<file path="src/rtl/tmr_chan_pkg.sv">
package tmr_chan_pkg;
  localparam int CTL_W   = 6;
  localparam int CTL_CLR = 5;
  localparam int CTL_IE  = 4;

  typedef enum logic [1:0] {
    K_CAPTURE = 2'd0,
    K_COMPARE = 2'd1,
    K_EPWM    = 2'd2,
    K_CPWM    = 2'd3
  } chan_kind_e;

  function automatic chan_kind_e kind_of(input logic center, input logic [1:0] mode);
    if (center)              return K_CPWM;
    else if (mode[1])        return K_EPWM;
    else if (mode == 2'b01)  return K_COMPARE;
    else                     return K_CAPTURE;
  endfunction
endpackage

</file>
<file path="src/rtl/tmr_chan_regs.sv">
module tmr_chan_regs #(
  parameter int CNT_W = 16
) (
  input  logic             clk,
  input  logic             rst_n,
  input  logic             ctl_wr,
  input  logic [5:0]       ctl_wdata,
  input  logic             val_wr,
  input  logic [CNT_W-1:0] val_wdata,
  input  logic             cap_evt,
  input  logic [CNT_W-1:0] cap_val,
  input  logic             set_evt,
  output logic             ie_q,
  output logic [1:0]       mode_q,
  output logic [1:0]       els_q,
  output logic             flag_q,
  output logic [CNT_W-1:0] val_q
);
  import tmr_chan_pkg::*;

  logic             ie_d, flag_d;
  logic [1:0]       mode_d, els_d;
  logic [CNT_W-1:0] val_d;

  always_comb begin
    ie_d   = ie_q;
    mode_d = mode_q;
    els_d  = els_q;
    flag_d = flag_q;
    val_d  = val_q;
    if (ctl_wr) begin
      ie_d   = ctl_wdata[CTL_IE];
      mode_d = ctl_wdata[3:2];
      els_d  = ctl_wdata[1:0];
      if (ctl_wdata[CTL_CLR]) flag_d = 1'b0;
    end
    if (set_evt) flag_d = 1'b1;
    if (val_wr)  val_d  = val_wdata;
    if (cap_evt) val_d  = cap_val;
  end

  always_ff @(posedge clk or negedge rst_n) begin
    if (!rst_n) begin
      ie_q   <= 1'b0;
      mode_q <= 2'b00;
      els_q  <= 2'b00;
      flag_q <= 1'b0;
      val_q  <= '0;
    end else begin
      ie_q   <= ie_d;
      mode_q <= mode_d;
      els_q  <= els_d;
      flag_q <= flag_d;
      val_q  <= val_d;
    end
  end
endmodule

</file>
<file path="src/rtl/tmr_chan_capture.sv">
module tmr_chan_capture #(
  parameter int SYNC_STAGES = 2
) (
  input  logic       clk,
  input  logic       rst_n,
  input  logic       pin_in,
  input  logic       active,
  input  logic [1:0] els,
  output logic       cap_evt
);
  logic [SYNC_STAGES-1:0] sync_q, sync_d;
  logic                   prev_q, prev_d;
  logic                   rise, fall, synced;

  generate
    if (SYNC_STAGES == 1) begin : g_one
      assign sync_d = pin_in;
    end else begin : g_chain
      assign sync_d = {sync_q[SYNC_STAGES-2:0], pin_in};
    end
  endgenerate

  assign synced = sync_q[SYNC_STAGES-1];
  assign prev_d = synced;
  assign rise   = synced & ~prev_q;
  assign fall   = ~synced & prev_q;

  always_comb begin
    cap_evt = 1'b0;
    if (active) begin
      case (els)
        2'b01:   cap_evt = rise;
        2'b10:   cap_evt = fall;
        2'b11:   cap_evt = rise | fall;
        default: cap_evt = 1'b0;
      endcase
    end
  end

  always_ff @(posedge clk or negedge rst_n) begin
    if (!rst_n) begin
      sync_q <= '0;
      prev_q <= 1'b0;
    end else begin
      sync_q <= sync_d;
      prev_q <= prev_d;
    end
  end
endmodule

</file>
<file path="src/rtl/tmr_chan_pinlogic.sv">
module tmr_chan_pinlogic (
  input  logic                     clk,
  input  logic                     rst_n,
  input  tmr_chan_pkg::chan_kind_e kind,
  input  logic [1:0]               els,
  input  logic                     match,
  input  logic                     step,
  input  logic                     wrap,
  input  logic                     down,
  output logic                     pin_q
);
  import tmr_chan_pkg::*;

  logic pin_d;
  logic high_true;

  assign high_true = els[1];

  always_comb begin
    pin_d = pin_q;
    if (els != 2'b00) begin
      case (kind)
        K_COMPARE: if (match) begin
          case (els)
            2'b01:   pin_d = ~pin_q;
            2'b10:   pin_d = 1'b0;
            default: pin_d = 1'b1;
          endcase
        end
        K_EPWM: begin
          if (match)             pin_d = ~high_true;
          else if (step && wrap) pin_d = high_true;
        end
        K_CPWM: if (match) begin
          pin_d = down ? high_true : ~high_true;
        end
        default: pin_d = pin_q;
      endcase
    end
  end

  always_ff @(posedge clk or negedge rst_n) begin
    if (!rst_n) pin_q <= 1'b0;
    else        pin_q <= pin_d;
  end
endmodule

</file>
<file path="src/rtl/tmr_chan.sv">
module tmr_chan #(
  parameter int CNT_W       = 16,
  parameter int SYNC_STAGES = 2
) (
  input  logic             clk,
  input  logic             rst_n,
  input  logic [CNT_W-1:0] cnt_val,
  input  logic             cnt_en,
  input  logic             cnt_down,
  input  logic             cnt_wrap,
  input  logic             center_sel,
  input  logic             ctl_wr,
  input  logic [5:0]       ctl_wdata,
  input  logic             val_wr,
  input  logic [CNT_W-1:0] val_wdata,
  output logic [5:0]       ctl_rd,
  output logic [CNT_W-1:0] val_rd,
  input  logic             pin_in,
  output logic             pin_out,
  output logic             pin_oe,
  output logic             irq
);
  import tmr_chan_pkg::*;

  logic [1:0]       rst_pipe;
  logic             rst_sn;
  logic             ie_q, flag_q;
  logic [1:0]       mode_q, els_q;
  logic [CNT_W-1:0] val_q;
  logic             cap_evt, set_evt, match;
  chan_kind_e       kind;

  always_ff @(posedge clk or negedge rst_n) begin
    if (!rst_n) rst_pipe <= 2'b00;
    else        rst_pipe <= {rst_pipe[0], 1'b1};
  end
  assign rst_sn = rst_pipe[1];

  assign kind    = kind_of(center_sel, mode_q);
  assign match   = cnt_en && (cnt_val == val_q);
  assign set_evt = cap_evt || (match && (kind == K_COMPARE || kind == K_EPWM));

  tmr_chan_regs #(.CNT_W(CNT_W)) regs_i (
    .clk(clk), .rst_n(rst_sn),
    .ctl_wr(ctl_wr), .ctl_wdata(ctl_wdata),
    .val_wr(val_wr), .val_wdata(val_wdata),
    .cap_evt(cap_evt), .cap_val(cnt_val), .set_evt(set_evt),
    .ie_q(ie_q), .mode_q(mode_q), .els_q(els_q), .flag_q(flag_q), .val_q(val_q)
  );

  tmr_chan_capture #(.SYNC_STAGES(SYNC_STAGES)) cap_i (
    .clk(clk), .rst_n(rst_sn), .pin_in(pin_in),
    .active(kind == K_CAPTURE), .els(els_q), .cap_evt(cap_evt)
  );

  tmr_chan_pinlogic pin_i (
    .clk(clk), .rst_n(rst_sn), .kind(kind), .els(els_q),
    .match(match), .step(cnt_en), .wrap(cnt_wrap), .down(cnt_down),
    .pin_q(pin_out)
  );

  assign pin_oe = (els_q != 2'b00) && (kind != K_CAPTURE);
  assign irq    = flag_q & ie_q;
  assign ctl_rd = {flag_q, ie_q, mode_q, els_q};
  assign val_rd = val_q;
endmodule

</file>
<file path="config.mk">
export PLATFORM = sky130hd
export DESIGN_NAME = tmr_chan
export DESIGN_NICKNAME = d
export VERILOG_FILES = /design/src/rtl/tmr_chan_pkg.sv /design/src/rtl/tmr_chan_regs.sv /design/src/rtl/tmr_chan_capture.sv /design/src/rtl/tmr_chan_pinlogic.sv /design/src/rtl/tmr_chan.sv
export SDC_FILE = /design/constraint.sdc
export NUM_CORES = 1
export LEC_CHECK = 0
export ABC_AREA = 1
export ABC_CLOCK_PERIOD_IN_PS = 1300
export BUFFER_PORTS_ARGS = -buffer_cell sky130_fd_sc_hd__buf_2
export CELL_PAD_IN_SITES_DETAIL_PLACEMENT = 1
export CELL_PAD_IN_SITES_GLOBAL_PLACEMENT = 2
export CORE_MARGIN = 5
export CORE_UTILIZATION = 27
export CTS_CLUSTER_DIAMETER = 200
export DETAILED_ROUTE_END_ITERATION = 7
export PLACE_DENSITY_LB_ADDON = 0.05
export SETUP_SLACK_MARGIN = 0.05
export SYNTH_ARGS = -nofsm -noshare
export SYNTH_HDL_FRONTEND = slang
export SYNTH_SLANG_ARGS = --single-unit
</file>
<file path="constraint.sdc">
create_clock -name clk -period 1.3 [get_ports clk]
set_input_delay 0.13 -clock clk [delete_from_list [all_inputs] [get_ports clk]]
set_output_delay 0.13 -clock clk [all_outputs]
set_load 0.005 [all_outputs]
</file>
==> qor.txt <==
Status: complete, but fails checks
Failing checks: negative setup slack
CTS sink cnt: 28
CTS root buffer: clkbuf_8
Leakage Power: 1.56 nW
Fmax: 0.610 GHz
Pin count of the biggest net entering global routing: 27
Top Ports: 72
Final setup viols: 19
Worst r2r src: cap_i.prev_q$_DFF_PN0_
Peak VDD IR: 0.503 mV
Crit path launch type: register
Cell Count, Final, Fillers Out: 412
Reg2reg end: regs_i.val_q[7]$_DFFE_PN0P_
GRT overflow: 0
Worst Hold Class: in -> reg
Worst Hold Launch: ctl_wdata[4]
Die height: 91.9 microns
Int Pwr: 1.62 mW
First-pass GRT wire length: 9.33 mm
Fin crit share: 1.26
Gpl congestion: 0.729
Clock transition at path regs: 90 ps
Pre-antenna DRT Iters: 4
Yosys reg bits: 28
Synthesized Nets: 271
H-Tree Level Count: 1
Reg power frac: 0.436
Average vias per placed instance: 4.42
Worst R2R Path Depth: 7
Switch Pwr: 0.757 mW
Layout cell share with drive strength beyond 1: 0.537
# diodes: 0
Worst skew pair latency: 280 ps
Final core occ: 0.450
Worst clock skew: 5.98 ps
Total wire length: 5.74 mm
Cell count after synthesis: 217
Post-DP HPWL: 4.35 mm
Final hold vios: 0
Nets: 391
CTS tree: done
Starting Density: 0.282
Syn Area/Cell: 8.34 sq um
Final worst-path setup slack: -340 ps
TritonCTS buffer count: 3
Site Rows: 29
Worst path required time: 1170 ps
Critical Path End Type: output port
Max Slew Vio Count: 0
Die Width: 91.9 microns
Clk buf depth: 2
Crit-path max FO: 4
I/O Buffers: 71
Area grow syn2layout: 59.8%
Vias: 1822
Core area: 0.00642 sq mm
Sw Share: 0.319
Drt initial violations: 16
Placed Cells: 401
Sequential share of the synthesized area: 0.387
Critical path arrival: 1510 ps
RSZ-0062 raised after global routing: true
Register-to-register path setup slack: -310 ps
Tmin final: 1640 ps
Max cap viols: 0
Die area: 0.00844 sq mm
Setup crit end: pin_oe
Yosys warns: 0
Fillers: 793
Unique masters post-synth: 30
Comb power frac: 0.359
Vias in the first global route: 2030
Post-route ant nets: 0
Clock share of power: 0.205
Drc violations: 0
Total GRT Usage: 0.134
Setup Crit Path Kind: reg -> out
Pwr dens: 821 mW/mm^2
Setup TNS: -5420 ps
Worst Setup SP: regs_i.mode_q[1]$_DFFE_PN0P_
Post-Syn Area: 0.00181 sq mm
WL/cell: 13.9 microns
Initial antenna violation count: 0
-- power groups by stage --
stage | clock [mW] | sequential (mW) | combinational, mW
2_1_floorplan | 0 | 1.06 | 0.357
4_1_cts | 0.515 | 1.03 | 0.828
5_1_grt | 0.534 | 1.05 | 0.953
3_5_place_dp | 0 | 1.05 | 0.788
3_3_place_gp | 0 | 1.05 | 0.782
6_report | 0.487 | 1.03 | 0.852
-- worst min path at each step --
stage | cells after the start | endpoint | slack, ps
detailed placement | 1 | rst_pipe[0]$_DFF_PN0_ | -80
global placement | 1 | rst_pipe[0]$_DFF_PN0_ | -80
CTS | 3 | regs_i.mode_q[0]$_DFFE_PN0P_ | 50
global route | 3 | regs_i.els_q[0]$_DFFE_PN0P_ | 60
finish | 3 | regs_i.ie_q$_DFFE_PN0P_ | 50
floorplan | 0 | rst_pipe[0]$_DFF_PN0_ | -170
-- stage by stage --
step	power, mW	hold slack, ps	setup slack, ps	cell area, sq um
floorplan	1.42	-166	-210	1850
global placement	1.83	-83.3	-256	2570
detailed placement	1.84	-81.8	-356	2570
CTS	2.38	47.9	-316	2740
global route	2.54	62.3	-458	2890
finish	2.37	55.0	-340	2890
-- routing by layer --
layer	part of all wire	GRT usage	vias up	wire length (microns)
met5	0	0	-	0
met4	0.0040	0.0149	0	23
met3	0.038	0.0303	2	217
met2	0.53	0.255	36	3070
met1	0.42	0.158	846	2430
li1	-	-	938	-
-- layout make-up --
type	count	area (sq um)	share of cell area
well taps	77	96.3	0.0333
inverters	41	154	0.0532
repair buffers	124	838	0.290
clock buffers	3	41.3	0.0143
multi-input cells	139	1060	0.366
flip-flops and latches	28	702	0.243
-- repair_timing --
item | in CTS | in global routing
cloned | 0 | 4
resized for setup | 23 | 12
pin swaps | 1 | 6
setup endpoints to repair | 19 | 19
buffers inserted | 1 | 1
endpoints found under the hold margin | 3 | 0
hold buffers | 2 | 0
-- registers in the layout, summed over array words and instances, names as in the netlist --
signal         count
cap_i.prev_q       1
regs_i.val_q      16
regs_i.ie_q        1
regs_i.flag_q      1
pin_i.pin_q        1
regs_i.els_q       2
rst_pipe           2
cap_i.sync_q       2
regs_i.mode_q      2
-- worst max-delay path: stages, from the launching register on --
cell	delay [ps]
dfrtp_2	410
inv_2	60
a21oi_4	210
ha_2	250
buf_4	140
nor2_1	40
buf_2	120
-- cells by family after synthesis --
group / count (synthesis) / share of synthesized area
buffers and inverters: 50 / 0.129
AOI/OAI and AO/OA: 28 / 0.172
xor gates and xnor gates: 2 / 0.00968
DFF: 28 / 0.387
adders and majority gates: 7 / 0.0484
and+or+nand+nor: 101 / 0.252
other: 1 / 0.00207
-- cell usage in the layout, fill, tap and decap left out, drive strengths merged --
cell	instances
a211o	1
a211oi	1
inv	41
clkbuf	6
ha	7
dfrtp	28
nor2	13
o221ai	12
nand4	3
o21ai	5
dlygate4sd3	2
o211ai	4
buf	119
a31oi	1
a21boi	1
xnor2	2
nand3b	1
nand3	26
a21oi	2
conb	1
o311ai	1
nand2	58
-- cells in the mapped netlist --
library cell | n | area share
o221ai_2 | 11 | 0.091
nand3_1 | 23 | 0.064
inv_2 | 1 | 0.0021
clkbuf_1 | 2 | 0.0042
buf_6 | 3 | 0.019
a211oi_1 | 1 | 0.0042
a21oi_1 | 2 | 0.0055
a211o_1 | 1 | 0.0048
a31oi_1 | 1 | 0.0035
nand3b_1 | 1 | 0.0042
buf_12 | 1 | 0.011
conb_1 | 1 | 0.0021
inv_1 | 40 | 0.083
dfrtp_1 | 28 | 0.39
nand2_1 | 56 | 0.12
nand4_1 | 3 | 0.010
o211ai_1 | 1 | 0.0042
buf_1 | 1 | 0.0021
o221ai_1 | 1 | 0.0048
o211ai_2 | 3 | 0.021
o311ai_4 | 1 | 0.015
nor2_1 | 12 | 0.025
nand2_4 | 2 | 0.012
o21ai_0 | 5 | 0.014
a21boi_0 | 1 | 0.0042
ha_1 | 7 | 0.048
nor2_2 | 1 | 0.0035
xnor2_1 | 2 | 0.0097
buf_4 | 2 | 0.0083
nand3_2 | 3 | 0.017
Power figures use the tool's default switching activity.
